[src/rtl/fault_resp_pkg.sv]
package fault_resp_pkg;

    typedef enum logic [2:0] {
        ACT_OFF        = 3'd0,
        ACT_REPORT     = 3'd1,
        ACT_LATCH      = 3'd2,
        ACT_RETRY_SLOW = 3'd3,
        ACT_RETRY_FAST = 3'd4
    } act_e;

    typedef struct packed {
        logic sts;
        logic hiz;
    } cls_out_t;

    function automatic act_e decode_oc(input logic [2:0] code);
        case (code)
            3'd0:    return ACT_RETRY_SLOW;
            3'd1:    return ACT_RETRY_FAST;
            3'd2:    return ACT_LATCH;
            3'd3:    return ACT_REPORT;
            default: return ACT_OFF;
        endcase
    endfunction

    function automatic act_e decode_sup(input logic [1:0] code);
        if (code == 2'd0) return ACT_RETRY_SLOW;
        return ACT_RETRY_FAST;
    endfunction

    function automatic logic is_retry(input act_e a);
        return (a == ACT_RETRY_SLOW) || (a == ACT_RETRY_FAST);
    endfunction

endpackage

[src/rtl/retry_period_sel.sv]
module retry_period_sel
    import fault_resp_pkg::*;
#(
    parameter int TMR_W   = 24,
    parameter int SLOW_T0 = 500000,
    parameter int SLOW_T1 = 1000000,
    parameter int SLOW_T2 = 2000000,
    parameter int SLOW_T3 = 5000000,
    parameter int FAST_T0 = 500,
    parameter int FAST_T1 = 1000,
    parameter int FAST_T2 = 2000,
    parameter int FAST_T3 = 5000
) (
    input  logic [1:0]       slow_sel_i,
    input  logic [1:0]       fast_sel_i,
    output logic [TMR_W-1:0] slow_ticks_o,
    output logic [TMR_W-1:0] fast_ticks_o
);
    localparam logic [TMR_W-1:0] SLOW_TAB [4] = '{
        TMR_W'(SLOW_T0), TMR_W'(SLOW_T1), TMR_W'(SLOW_T2), TMR_W'(SLOW_T3)};
    localparam logic [TMR_W-1:0] FAST_TAB [4] = '{
        TMR_W'(FAST_T0), TMR_W'(FAST_T1), TMR_W'(FAST_T2), TMR_W'(FAST_T3)};

    always_comb begin
        slow_ticks_o = SLOW_TAB[slow_sel_i];
        fast_ticks_o = FAST_TAB[fast_sel_i];
    end
endmodule

[src/rtl/fault_class_ctrl.sv]
module fault_class_ctrl
    import fault_resp_pkg::*;
#(
    parameter int TMR_W = 24
) (
    input  logic             clk,
    input  logic             rst,
    input  logic             tick_i,
    input  logic             raw_i,
    input  act_e             act_i,
    input  logic             clr_i,
    input  logic [TMR_W-1:0] slow_ticks_i,
    input  logic [TMR_W-1:0] fast_ticks_i,
    output cls_out_t         out_o
);
    logic             sts_q;
    logic [TMR_W-1:0] cnt_q;
    logic [TMR_W-1:0] period;
    logic             expire;

    assign period = (act_i == ACT_RETRY_SLOW) ? slow_ticks_i : fast_ticks_i;
    assign expire = tick_i && (cnt_q <= TMR_W'(1));

    always_ff @(posedge clk) begin
        if (rst) begin
            sts_q <= 1'b0;
            cnt_q <= '0;
        end else begin
            case (act_i)
                ACT_OFF: begin
                    sts_q <= 1'b0;
                    cnt_q <= '0;
                end
                ACT_REPORT: begin
                    sts_q <= raw_i;
                    cnt_q <= '0;
                end
                ACT_LATCH: begin
                    sts_q <= raw_i | (sts_q & ~clr_i);
                    cnt_q <= '0;
                end
                default: begin
                    if (!sts_q) begin
                        sts_q <= raw_i;
                        cnt_q <= period;
                    end else if (expire) begin
                        if (raw_i) cnt_q <= period;
                        else       sts_q <= 1'b0;
                    end else if (tick_i) begin
                        cnt_q <= cnt_q - TMR_W'(1);
                    end
                end
            endcase
        end
    end

    always_comb begin
        out_o.sts = sts_q;
        out_o.hiz = sts_q && ((act_i == ACT_LATCH) || is_retry(act_i));
    end

    AST_OFF_CLEARS: assert property (@(posedge clk) disable iff (rst)
        (act_i == ACT_OFF) |=> !sts_q);
    AST_LATCH_HOLDS: assert property (@(posedge clk) disable iff (rst)
        (act_i == ACT_LATCH && sts_q && !clr_i) |=> sts_q);
    AST_FAULT_BEATS_CLEAR: assert property (@(posedge clk) disable iff (rst)
        (act_i == ACT_LATCH && raw_i && clr_i) |=> sts_q);
    AST_REPORT_FOLLOWS: assert property (@(posedge clk) disable iff (rst)
        (act_i == ACT_REPORT) |=> (sts_q == $past(raw_i)));
    AST_RETRY_RESTART: assert property (@(posedge clk) disable iff (rst)
        (is_retry(act_i) && sts_q && expire && raw_i) |=> sts_q);
    AST_RETRY_ENDS: assert property (@(posedge clk) disable iff (rst)
        (is_retry(act_i) && sts_q && expire && !raw_i) |=> !sts_q);
    AST_NO_TICK_HOLD: assert property (@(posedge clk) disable iff (rst)
        (is_retry(act_i) && sts_q && !tick_i) |=> sts_q);
endmodule

[src/rtl/fault_resp_mgr.sv]
module fault_resp_mgr
    import fault_resp_pkg::*;
#(
    parameter int NPH     = 3,
    parameter int TMR_W   = 24,
    parameter int SLOW_T0 = 500000,
    parameter int SLOW_T1 = 1000000,
    parameter int SLOW_T2 = 2000000,
    parameter int SLOW_T3 = 5000000,
    parameter int FAST_T0 = 500,
    parameter int FAST_T1 = 1000,
    parameter int FAST_T2 = 2000,
    parameter int FAST_T3 = 5000
) (
    input  logic             clk,
    input  logic             rst,
    input  logic             tick_i,
    input  logic [NPH-1:0]   oc_hs_i,
    input  logic [NPH-1:0]   oc_ls_i,
    input  logic             uv_i,
    input  logic             ots_i,
    input  logic             otw_i,
    input  logic             comm_i,
    input  logic [2:0]       oc_mode_i,
    input  logic [1:0]       uv_mode_i,
    input  logic [1:0]       ots_mode_i,
    input  logic             otw_en_i,
    input  logic             comm_off_i,
    input  logic [1:0]       slow_sel_i,
    input  logic [1:0]       fast_sel_i,
    input  logic             clr_i,
    output logic [2*NPH-1:0] oc_sts_o,
    output logic             oc_o,
    output logic             uv_sts_o,
    output logic             ots_sts_o,
    output logic             otw_sts_o,
    output logic             comm_sts_o,
    output logic             fault_o,
    output logic             nfault_o,
    output logic             hiz_o
);
    localparam int NSW  = 2 * NPH;
    localparam int NCLS = NSW + 2;

    logic [TMR_W-1:0] slow_ticks, fast_ticks;
    logic [NCLS-1:0]  raw_vec;
    act_e             act_vec [NCLS];
    cls_out_t         cls_out [NCLS];
    logic [NCLS-1:0]  sts_vec, hiz_vec;
    logic             otw_q, comm_q;

    retry_period_sel #(
        .TMR_W(TMR_W),
        .SLOW_T0(SLOW_T0), .SLOW_T1(SLOW_T1), .SLOW_T2(SLOW_T2), .SLOW_T3(SLOW_T3),
        .FAST_T0(FAST_T0), .FAST_T1(FAST_T1), .FAST_T2(FAST_T2), .FAST_T3(FAST_T3)
    ) u_period (
        .slow_sel_i  (slow_sel_i),
        .fast_sel_i  (fast_sel_i),
        .slow_ticks_o(slow_ticks),
        .fast_ticks_o(fast_ticks)
    );

    assign raw_vec = {ots_i, uv_i, oc_hs_i, oc_ls_i};

    for (genvar i = 0; i < NCLS; i++) begin : g_cls
        if (i < NSW) begin : g_oc
            assign act_vec[i] = decode_oc(oc_mode_i);
        end else if (i == NSW) begin : g_uv
            assign act_vec[i] = decode_sup(uv_mode_i);
        end else begin : g_ots
            assign act_vec[i] = decode_sup(ots_mode_i);
        end

        fault_class_ctrl #(.TMR_W(TMR_W)) u_ctrl (
            .clk         (clk),
            .rst         (rst),
            .tick_i      (tick_i),
            .raw_i       (raw_vec[i]),
            .act_i       (act_vec[i]),
            .clr_i       (clr_i),
            .slow_ticks_i(slow_ticks),
            .fast_ticks_i(fast_ticks),
            .out_o       (cls_out[i])
        );

        assign sts_vec[i] = cls_out[i].sts;
        assign hiz_vec[i] = cls_out[i].hiz;
    end

    always_ff @(posedge clk) begin
        if (rst) begin
            otw_q  <= 1'b0;
            comm_q <= 1'b0;
        end else begin
            otw_q  <= otw_i;
            comm_q <= !comm_off_i && (comm_i || (comm_q && !clr_i));
        end
    end

    always_comb begin
        oc_sts_o   = sts_vec[NSW-1:0];
        oc_o       = |sts_vec[NSW-1:0];
        uv_sts_o   = sts_vec[NSW];
        ots_sts_o  = sts_vec[NSW+1];
        otw_sts_o  = otw_q;
        comm_sts_o = comm_q;
        fault_o    = (|sts_vec) || (otw_q && otw_en_i) || comm_q;
        nfault_o   = !fault_o;
        hiz_o      = |hiz_vec;
    end

    AST_HIZ_NEEDS_FAULT: assert property (@(posedge clk) disable iff (rst)
        hiz_o |-> (fault_o && !nfault_o));
    AST_COMM_IGNORED: assert property (@(posedge clk) disable iff (rst)
        comm_off_i |=> !comm_sts_o);
    AST_COMM_FAULT_BEATS_CLEAR: assert property (@(posedge clk) disable iff (rst)
        (!comm_off_i && comm_i) |=> comm_sts_o);
    AST_RESET_QUIET: assert property (@(posedge clk)
        rst |=> (!fault_o && !hiz_o && nfault_o));
endmodule

[config.mk]
export PLATFORM = sky130hd
export DESIGN_NAME = fault_resp_mgr
export DESIGN_NICKNAME = d
export VERILOG_FILES = /design/src/rtl/fault_resp_pkg.sv /design/src/rtl/retry_period_sel.sv /design/src/rtl/fault_class_ctrl.sv /design/src/rtl/fault_resp_mgr.sv
export SDC_FILE = /design/constraint.sdc
export NUM_CORES = 1
export LEC_CHECK = 0
export ABC_AREA = 1
export ABC_CLOCK_PERIOD_IN_PS = 3300
export BUFFER_PORTS_ARGS = -buffer_cell sky130_fd_sc_hd__buf_2
export CAP_MARGIN = 10
export CORE_MARGIN = 2
export CORE_UTILIZATION = 35
export CTS_CLUSTER_SIZE = 30
export DETAILED_ROUTE_END_ITERATION = 6
export PLACE_DENSITY = 0.48
export SYNTH_ARGS = -nofsm -noshare
export SYNTH_HDL_FRONTEND = slang
export SYNTH_SLANG_ARGS = --single-unit
[constraint.sdc]
create_clock -name clk -period 3.3 [get_ports clk]
set_input_delay 0.33 -clock clk [delete_from_list [all_inputs] [get_ports clk]]
set_output_delay 0.33 -clock clk [all_outputs]
set_load 0.005 [all_outputs]
After elaboration in Yosys (flattened, before gate mapping)
Index checks and enable logic that the tools add are counted.

storage, ports and cells
  logic and storage cells = 217
  output and inout port bits = 14
  register bits after elaboration = 202
  input bits = 27

operators by class
  reduce and logical (&&, ||, !) cells = 51
  order comparisons = 10
  equal/unequal tests = 31
  add/sub/neg operators = 8
  bitwise gates (word level) = 19
  multiplexer cells = 80

operators with widths
  kind                   number
  $mux 24                39
  $le 24x1->1 const B    8
  $sub 24x1->24 const B  8
  $bmux 24 s2            2
  $ne 3x3->1 const B     16
  $mux 1                 26
  $eq 3x2->1 const B     8
  $pmux 1 s3             8
  $logic_and 1x1->1      19
  $reduce_and 2->1       8
  $reduce_or 8->1        2
  $eq 3x1->1 const B     4
  $logic_not 3->1        4
  $mux 3                 4
  $pmux 3 s4             1
  $reduce_or 4->1        3
  $eq 3x3->1 const B     3
  $logic_or 1x1->1       9
  $and 1x1->1            8
  $or 1x1->1             8
  $ge 3x3->1 const B     2
  $not 2->3              2
  $reduce_or 6->1        1
  $logic_not 2->1        2
  2 further kinds        4

Longest topological paths before layout
Gate-level depths: netlist of the first run.

  depth after elaboration = 8
  gate-level depth with buffers = 16
  mapped depth without buffers = 15

Modules after synthesis
Synthesis of the first run repeated with hierarchy kept, for this count alone.

second synthesis, totals
  cell total of the unflattened synthesis = 3000
  area, all modules = 18694.2 µm²

modules (own cells, without submodules)
  module                                  cells each  times used  sequential area each (µm²)  area each (µm²)
  fault_class_ctrl (g_cls[0].u_ctrl ...)  399         4           500.5                       2361.0
  fault_class_ctrl (g_cls[4].u_ctrl ...)  327         4           500.5                       2165.8
  retry_period_sel                        55          1           0.0                         374.1
  fault_resp_mgr                          41          1           40.0                        212.7

Worst setup path after synthesis of the first run
OpenSTA, ideal clock, no wires.

  kind = register to register
  from = reg g_cls[0].u_ctrl.cnt_q[0]
  to = reg g_cls[0].u_ctrl.cnt_q[9]
  setup time = 0.128 ns
  buffers on the path = 1
  cell stages (with the launch flop) = 16
  slack = 1.528 ns
  data required time = 3.172 ns
  arrival time = 1.645 ns
  cell sequence = dfxtp_1 inv_1 ha_1 inv_1 nand2_1 nand2_1 nor2_1 nand2_1 nor2_1 nand2_1 nand2_1 nand2_1 buf_2 or2_0 nand2_1 nor2_1

on the way
  cells in the longest elaborated chain, start to end = 4

ends and longest elaborated chain
  element                                              RTL line                                        RTL
  start: declaration                                   fault_class_ctrl.sv:17                          logic [TMR_W-1:0] cnt_q;
  start signal: assignment                             fault_class_ctrl.sv:45                          cnt_q <= period;
  start signal: assignment                             fault_class_ctrl.sv:47                          if (raw_i) cnt_q <= period;
  start signal: assignment                             fault_class_ctrl.sv:50                          cnt_q <= cnt_q - TMR_W'(1);
  $sub 24x1->24 / $le 24x1->1 (equally long branches)  fault_class_ctrl.sv:50, fault_class_ctrl.sv:22
  $mux 24 / $logic_and 1x1->1 (equally long branches)  fault_class_ctrl.sv:49, fault_class_ctrl.sv:22
  $mux 24 / $ne 3x3->1 (equally long branches)         -
  $mux 24 / $reduce_and 2->1 (equally long branches)   -

Several ways; a longest one is shown, not always the timed one. The select of a mux whose other input is x is not followed.
A chain may end at the register's enable or synchronous reset.

Final worst setup path of the first run
  from = reg g_cls[3].u_ctrl.sts_q
  to = out hiz_o

on the way
  cells in the longest elaborated chain, start to end = 2

ends and longest elaborated chain
  element                   RTL line                RTL
  start: declaration        fault_class_ctrl.sv:16  logic sts_q;
  start signal: assignment  fault_class_ctrl.sv:35  sts_q <= raw_i;
  start signal: assignment  fault_class_ctrl.sv:39  sts_q <= raw_i | (sts_q & ~clr_i);
  start signal: assignment  fault_class_ctrl.sv:44  sts_q <= raw_i;
  $logic_and 1x1->1         fault_class_ctrl.sv:59  out_o.hiz = sts_q && ((act_i == ACT_LATCH) || is_retry(act_i));
  $reduce_or 8->1           fault_resp_mgr.sv:109   hiz_o = |hiz_vec;
  end: declaration          fault_resp_mgr.sv:40    output logic hiz_o

Every way passes these cells.

==> metrics.md, run 1 <==
| Metric | Value |
|---|---|
| Wire per inst | `17.0 µm` |
| Most common cell after layout, fill and taps aside | `nand2_1` |
| Initial DRC count | `1095` |
| Reg2reg path depth | `15` |
| Syn Inst Count | `2438` |
| Layout net count | `2494` |
| All-Layer GR Usage | `0.239` |
| Yosys warns | `0` |
| Clock latency on the worst-skew pair | `0.58 ns` |
| Setup slack after placement | `0.702 ns` |
| Hold Worst Slack | `0.0257 ns` |
| Die area | `0.0428 mm²` |
| Die X | `207 µm` |
| Post-route ant nets | `0` |
| Status | `complete, no violations` |
| Synth top area share | `0.281` |
| Commonest cells after routing, fill and taps aside | `nand2_1, nor2_1, o21ai_0` |
| Std-Cell Rows | `74` |
| Sequential share of the synthesized area | `0.281` |
| CTS resizes | `0` |
| Critical Path Source | `g_cls[3].u_ctrl.sts_q` |
| Final global-route overflow total | `0` |
| Max Buffers Root-to-Sink | `3` |
| Power Dens Cells | `476 mW/mm²` |
| CP Buf/Inv Count | `2` |
| Vias in the first global route | `14598` |
| # IOs | `41` |
| Filler cells | `4610` |
| CP endpoint kind | `primary output` |
| H-tree Lvls | `1` |
| Async SR Flop Fraction | `0` |
| Post-CTS setup buffers | `0` |
| Synthesized flop and latch total | `202` |
| CTS tree | `built` |
| Sink Count | `202` |
| Hold WC Path Type | `input port to flop` |
| Final Max Tran Viols | `0` |
| Fin. Hold Viols | `0` |
| Initial antenna violation count | `1` |
| Slew @ Worst Pin | `0.912 ns` |
| LEAKAGE | `7.55 nW` |
| Setup TNS after final layout | `0 ns` |
| Relative slew slack | `0.390` |
| Critical path's slowest cell | `dfxtp_1` |
| R2R Path End | `g_cls[0].u_ctrl.cnt_q[12]` |
| Largest net degree at the start of global routing | `113` |
| Top cells by area, synth | `dfxtp_1, nand2_1, nor2_1` |
| Mean number of vias per cell | `5.10` |
| Inserted Diodes | `0` |
| Setup crit end | `hiz_o` |
| Post-route DRC | `0` |
| Max cap viols | `0` |
| Inst Count DP | `2949` |
| Max FO, Critical Path | `9` |
| FMAX | `396 MHz` |
| RSZ-0062 raised after global routing | `false` |
| Final RePlAce weighted congestion | `0.866` |
| Die Span Y | `207 µm` |
| Ys flop type | `dfxtp_1` |
| Syn nets | `2484` |
| Non-filler cells, final | `3001` |
| Final setup margin | `0.776 ns` |
| Mapped Area | `0.0144 mm²` |
| Root Buffer | `clkbuf_16` |
| Endpoints failing setup | `0` |
| DR vias | `15309` |
| Crit-path leading delay family | `flip-flops` |
| CP Data Required Time | `2.97 ns` |
| R2R setup slack | `0.78 ns` |
| Fin util | `0.392` |
| Startpoint types | `flop` |
| Min Tclk post-route | `2.52 ns` |
| Worst EP arrival | `2.19 ns` |
| Clock skew | `0.0172 ns` |
| Num CTS Buffers | `27` |
| Drt total wl | `50900 µm` |
| Synth area leader | `dfxtp_1` |
| Area growth syn-to-layout | `10.7%` |
| Starting density of the core | `0.354` |
| Tcrit/Tclk final | `0.765` |
| Post-synthesis cell type count | `43` |
| Port bufs | `40` |
| Worst reg2reg startpoint | `g_cls[0].u_ctrl.cnt_q[0]` |
| Synth Area per Inst | `5.91 µm²` |
| First-pass GRT wire length | `80400 µm` |
| First-pass iteration count of the detailed router | `5` |
| Core area | `0.0407 mm²` |
| Largest stage delay, worst path | `0.62 ns` |
| DPL Wire Length | `36700 µm` |
| Crit path kind | `flop to primary output` |
| Maximum vdd drop | `340 µV` |
| CP Depth | `5` |
| EDFF count, synth | `0` |
| Fraction of layout cells with a size suffix above 1 | `0.0725` |
| CP Cell Sequence | `inv_1, nand4_1, o21ai_0, nand2_1, buf_2` |
| Clock transition at path regs | `0.06 ns` |
==> layout make-up <==
type	count	area [µm²]	share of cell area
multi-input combinational	1937	9110	0.570
timing repair buffer	68	440	0.0276
inverter	212	798	0.0500
tap	532	666	0.0417
clock buffer	48	895	0.0560
sequential	202	4040	0.253
clock inverter	2	13.8	0.000862
==> layer usage <==
layer | GRT usage | vias up | routed length, µm
met1 | 0.305 | 7026 | 22400
li1 | - | 7837 | -
met5 | 0 | - | 0
met2 | 0.414 | 353 | 23800
met4 | 0.0864 | 0 | 1750
met3 | 0.0303 | 93 | 2870
==> worst min path at each step <==
stage               slack [ns]  depth (start not counted)                        to                      from
floorplan                 0.41                          1                comm_sts_o                comm_off_i
global route              0.05                          3     g_cls[7].u_ctrl.sts_q                     ots_i
CTS                     0.0003                          3                comm_sts_o                    comm_i
finish                    0.03                          3                comm_sts_o                    comm_i
global placement          0.45                          1  g_cls[6].u_ctrl.cnt_q[0]  g_cls[6].u_ctrl.cnt_q[0]
detailed placement        0.46                          1  g_cls[6].u_ctrl.cnt_q[0]  g_cls[6].u_ctrl.cnt_q[0]
==> worst reg2reg max path, stage by stage (launching register included) <==
cell and delay [ns]:
dfxtp_1 0.33, inv_1 0.11, ha_1 0.20, inv_1 0.08
nand2_1 0.07, nand2_1 0.05, nor2_1 0.10, nand2_1 0.10
nor2_1 0.11, nand2_1 0.05, nand2_1 0.05, nand2_1 0.31
inv_1 0.56, nand2_1 0.10, nand2_1 0.09, nor2_1 0.04
==> synthesized netlist by cell type, types with 2 or more instances <==
library cell,n
nand2_1,565
nor2_1,546
o21ai_0,292
inv_1,204
dfxtp_1,202
nand3_1,150
a21oi_1,116
xor2_1,55
xnor2_1,48
buf_2,38
clkbuf_1,27
nand4_1,25
ha_1,19
nor2_2,19
nor3_1,16
nand2_2,15
buf_4,13
nand3b_1,12
o21ai_1,10
or2_2,10
buf_6,7
nor2_4,5
nor4_1,5
inv_2,4
o21ai_2,4
o32ai_1,4
nand2_4,3
a21oi_2,2
and2_1,2
buf_1,2
clkinv_1,2
clkinv_2,2
o211ai_1,2
o21ai_4,2
or2_0,2
==> metrics by stage <==
stage          instance area (µm²)  total power [mW]
4_1_cts                      16000              7.66
3_3_place_gp                 15000              4.60
6_report                     16000              7.59
2_1_floorplan                14400              4.10
5_1_grt                      16000              8.03
3_5_place_dp                 15000              4.60
==> timing repair <==
action                                 in CTS  in global routing
hold buffers                                2                  0
endpoints found under the hold margin       2                  0
setup endpoints to repair                   0                  0
==> sequential cells by signal, indices dropped and copies added, names as in the netlist <==
signal	count
g_cls.u_ctrl.cnt_q	192
comm_sts_o	1
g_cls.u_ctrl.sts_q	8
otw_sts_o	1
==> power breakdown <==
group          switching [mW]  internal (mW)
combinational            1.26          0.630
clock                    1.22           1.81
sequential              0.128           2.54
==> kinds of logic after synthesis <==
logic type | Yosys count | share of synthesized area
xor+xnor | 103 | 0.0626
flops | 202 | 0.281
compound gates | 438 | 0.158
fa+ha+maj | 19 | 0.0165
simple gates | 1377 | 0.394
buf+inv | 299 | 0.0884
No activity file was read; power rests on OpenSTA's default activity.
==> inputs of run 2 (changes only) <==
ABC_AREA = 0   (was 1)
ABC_CLOCK_PERIOD_IN_PS = 2350   (was 3300)
clock period = 2.35 ns   (was 3.3 ns; I/O delays follow)
==> metrics.md, run 2 <==
| Metric | Value |
|---|---|
| Sequential share of the synthesized area | `0.298 (+0.0173)` |
| CP endpoint kind | `flop` |
| Fin util | `0.496 (+0.104)` |
| Crit path kind | `flop to flop` |
| Biggest register | `g_cls.u_ctrl.cnt_q` |
| Most common cell in the netlist | `dfxtp_1` |
| Yosys warns | `0 (unchanged)` |
| Area growth syn-to-layout | `40.5%` |
| Core area | `0.0385 mm² (-5.6%)` |
| CTS tree | `built` |
| Final setup margin | `-0.144 ns (-0.920 ns)` |
| Max cap viols | `0 (unchanged)` |
| Num CTS Buffers | `27 (unchanged)` |
| Ys flop type | `dfxtp_1` |
| Failing checks | `design-rule violations, negative setup slack` |
| Vias in the first global route | `15481 (+6.0%)` |
| Hold Worst Slack | `0.0397 ns (+0.0140 ns)` |
| Seq pwr share | `0.312 (-0.039)` |
| Hold WC Path Type | `input port to flop` |
| Die area | `0.0404 mm² (-5.7%)` |
| Slew @ Worst Pin | `1.09 ns (+0.174 ns)` |
| Tot Pwr | `11.8 mW (+55%)` |
| Post-synthesis cell type count | `84 (+95%)` |
| Pint | `7.79 mW (+56%)` |
| Layout net count | `2233 (-10%)` |
| Worst EP arrival | `2.93 ns (+0.74 ns)` |
| Mapped Area | `0.0136 mm² (-5.8%)` |
| Final global-route overflow total | `0 (unchanged)` |
| Maximum vdd drop | `533 µV (+57%)` |
| Commonest cells after routing, fill and taps aside | `buf_4, dfxtp_1, nor2_1` |
| Tcrit/Tclk final | `1.06` |
| Max FO, Critical Path | `8 (-1)` |
| First-pass GRT wire length | `90800 µm (+13%)` |
| Setup slack after placement | `-0.161 ns (-0.863 ns)` |
| First-pass iteration count of the detailed router | `7 (+2)` |
| H-tree Lvls | `1 (unchanged)` |
| Relative slew slack | `0.271 (-0.119)` |
| Sink Count | `202 (unchanged)` |
| Port bufs | `40 (unchanged)` |
| RSZ-0062 raised after global routing | `true` |
| Top cells by count, synth | `dfxtp_1, nor2_1, nand2_1` |
| Initial DRC count | `1945 (+78%)` |
| Most common cell after layout, fill and taps aside | `buf_4` |
| EDFF count, synth | `0 (unchanged)` |
| Synth top area share | `0.298 (+0.0173)` |
| Synth area leader | `dfxtp_1` |
| CP Data Required Time | `2.79 ns (-0.18 ns)` |
| Clock latency on the worst-skew pair | `0.56 ns (-0.02 ns)` |
| Max reg flops | `192 (unchanged)` |
| Min Tclk post-route | `2.49 ns` |
| Psw | `3.98 mW (+53%)` |
| Clock skew | `0.0173 ns (+0.0000262 ns)` |
| Die X | `201 µm (-2.9%)` |
| Clock transition at path regs | `0.06 ns (about the same)` |
| Std-Cell Rows | `72 (-2.7%)` |
| Synthesized flop and latch total | `202 (unchanged)` |
| Final RePlAce weighted congestion | `0.952 (+9.9%)` |
| # IOs | `41 (unchanged)` |
| Die Span Y | `201 µm (-2.9%)` |
| Largest net degree at the start of global routing | `32 (-72%)` |
| FMAX | `401 MHz` |
| Sw frac | `0.338 (-0.00568)` |
| Status | `finished, violations left` |
| Power Dens Cells | `617 mW/mm² (+30%)` |
| LEAKAGE | `7.63 nW (+1.1%)` |
| Post-route ant nets | `0 (unchanged)` |
| All-Layer GR Usage | `0.282 (+0.0422)` |
| Initial antenna violation count | `1 (unchanged)` |
| Syn nets | `1887 (-24%)` |
| Async SR Flop Fraction | `0 (unchanged)` |
| Starting density of the core | `0.353 (-0.000860)` |
| Root Buffer | `clkbuf_16` |
| Endpoints failing setup | `36 (+36)` |
| Top flop regs | `g_cls.u_ctrl.cnt_q: 192 flops, g_cls.u_ctrl.sts_q: 8 flops` |
| Clock Power Share | `0.366 (-0.033)` |
| Fraction of layout cells with a size suffix above 1 | `0.317 (+0.245)` |
| Drt total wl | `59600 µm (+17%)` |
| Syn Inst Count | `1841 (-24%)` |
| Mean number of vias per cell | `6.15 (+21%)` |
| Post-route DRC | `3 (+3)` |
| DPL Wire Length | `42500 µm (+16%)` |
| Fin. Hold Viols | `0 (unchanged)` |
| Combinational power share | `0.323 (+0.074)` |
| Startpoint types | `flop` |
| Max Buffers Root-to-Sink | `3 (unchanged)` |
| Final Max Tran Viols | `0 (unchanged)` |
| DR vias | `16758 (+9.5%)` |
| Wire per inst | `21.9 µm (+29%)` |
| Synth Area per Inst | `7.38 µm² (+25%)` |
| Setup TNS after final layout | `-2.09 ns (-2.09 ns)` |
| Top cells by area, synth | `dfxtp_1, o21ai_0, nor2_1` |
==> run 2: kinds of logic after synthesis <==
logic type,share of synthesized area
and+or+nand+nor,0.306
AOI/OAI and AO/OA,0.306
DFF,0.298
buffers and inverters,0.0534
adders and majority gates,0.0175
xor gates and xnor gates,0.0103
muxes,0.00857
==> run 2: critical path, cell delays in order (launching register included) <==
cell and delay (ns):
dfxtp_2 0.32, or4_4 0.53, or4_4 0.44, buf_8 0.16
or3_4 0.39, buf_4 0.16, a31o_1 0.17, a21oi_2 0.11
o32ai_1 0.08
==> run 2: per-layer routing <==
layer,GRT usage,vias to the layer above,share of wire
met4,0.0849,0,0.025
met3,0.0409,102,0.081
met1,0.405,8069,0.45
li1,-,7785,-
met2,0.435,802,0.44
met5,0,-,0
==> run 2: area by class of cell <==
cell class / count / area [µm²]
clock buffer: 41 / 828
antenna: 1 / 2.50
tap: 518 / 648
fill: 3792 / 19400
timing repair buffer: 440 / 3500
multi-input combinational: 1467 / 9770
clock inverter: 8 / 90.1
sequential: 202 / 4060
inverter: 49 / 184
==> run 2: per-stage QoR <==
stage	cells	area, µm²
6_report	2726	19100
5_1_grt	2725	19100
4_1_cts	2701	18100
3_5_place_dp	2632	16900
3_3_place_gp	2632	16900
2_1_floorplan	1841	13800
==> run 2: worst paths after layout <==
path,from,end,slack [ns],depth (start not counted)
max reg2reg,g_cls[7].u_ctrl.cnt_q[16],g_cls[7].u_ctrl.cnt_q[8],-0.14,8
min,uv_i,g_cls[6].u_ctrl.sts_q,0.04,3
max,g_cls[7].u_ctrl.cnt_q[16],g_cls[7].u_ctrl.cnt_q[8],-0.14,8
min reg2reg,g_cls[0].u_ctrl.cnt_q[8],g_cls[0].u_ctrl.cnt_q[8],0.48,2
==> run 2: power groups by stage <==
| stage | logic (mW) | registers, mW | clock network, mW |
|---|---|---|---|
| 5_1_grt | 4.08 | 3.69 | 4.52 |
| 2_1_floorplan | 1.95 | 3.72 | 0 |
| 3_3_place_gp | 3.34 | 3.73 | 0 |
| 3_5_place_dp | 3.33 | 3.73 | 0 |
| 4_1_cts | 3.43 | 3.66 | 4.40 |
| 6_report | 3.80 | 3.67 | 4.31 |
==> run 2: repair_timing <==
item                                    CTS  global route
buffers inserted                          8            22
resized for setup                        46           168
gates cloned                              3             3
endpoints found under the setup margin   63           131
hold buffers                              9             0
endpoints found under the hold margin     8             0
pin swaps                                19            72
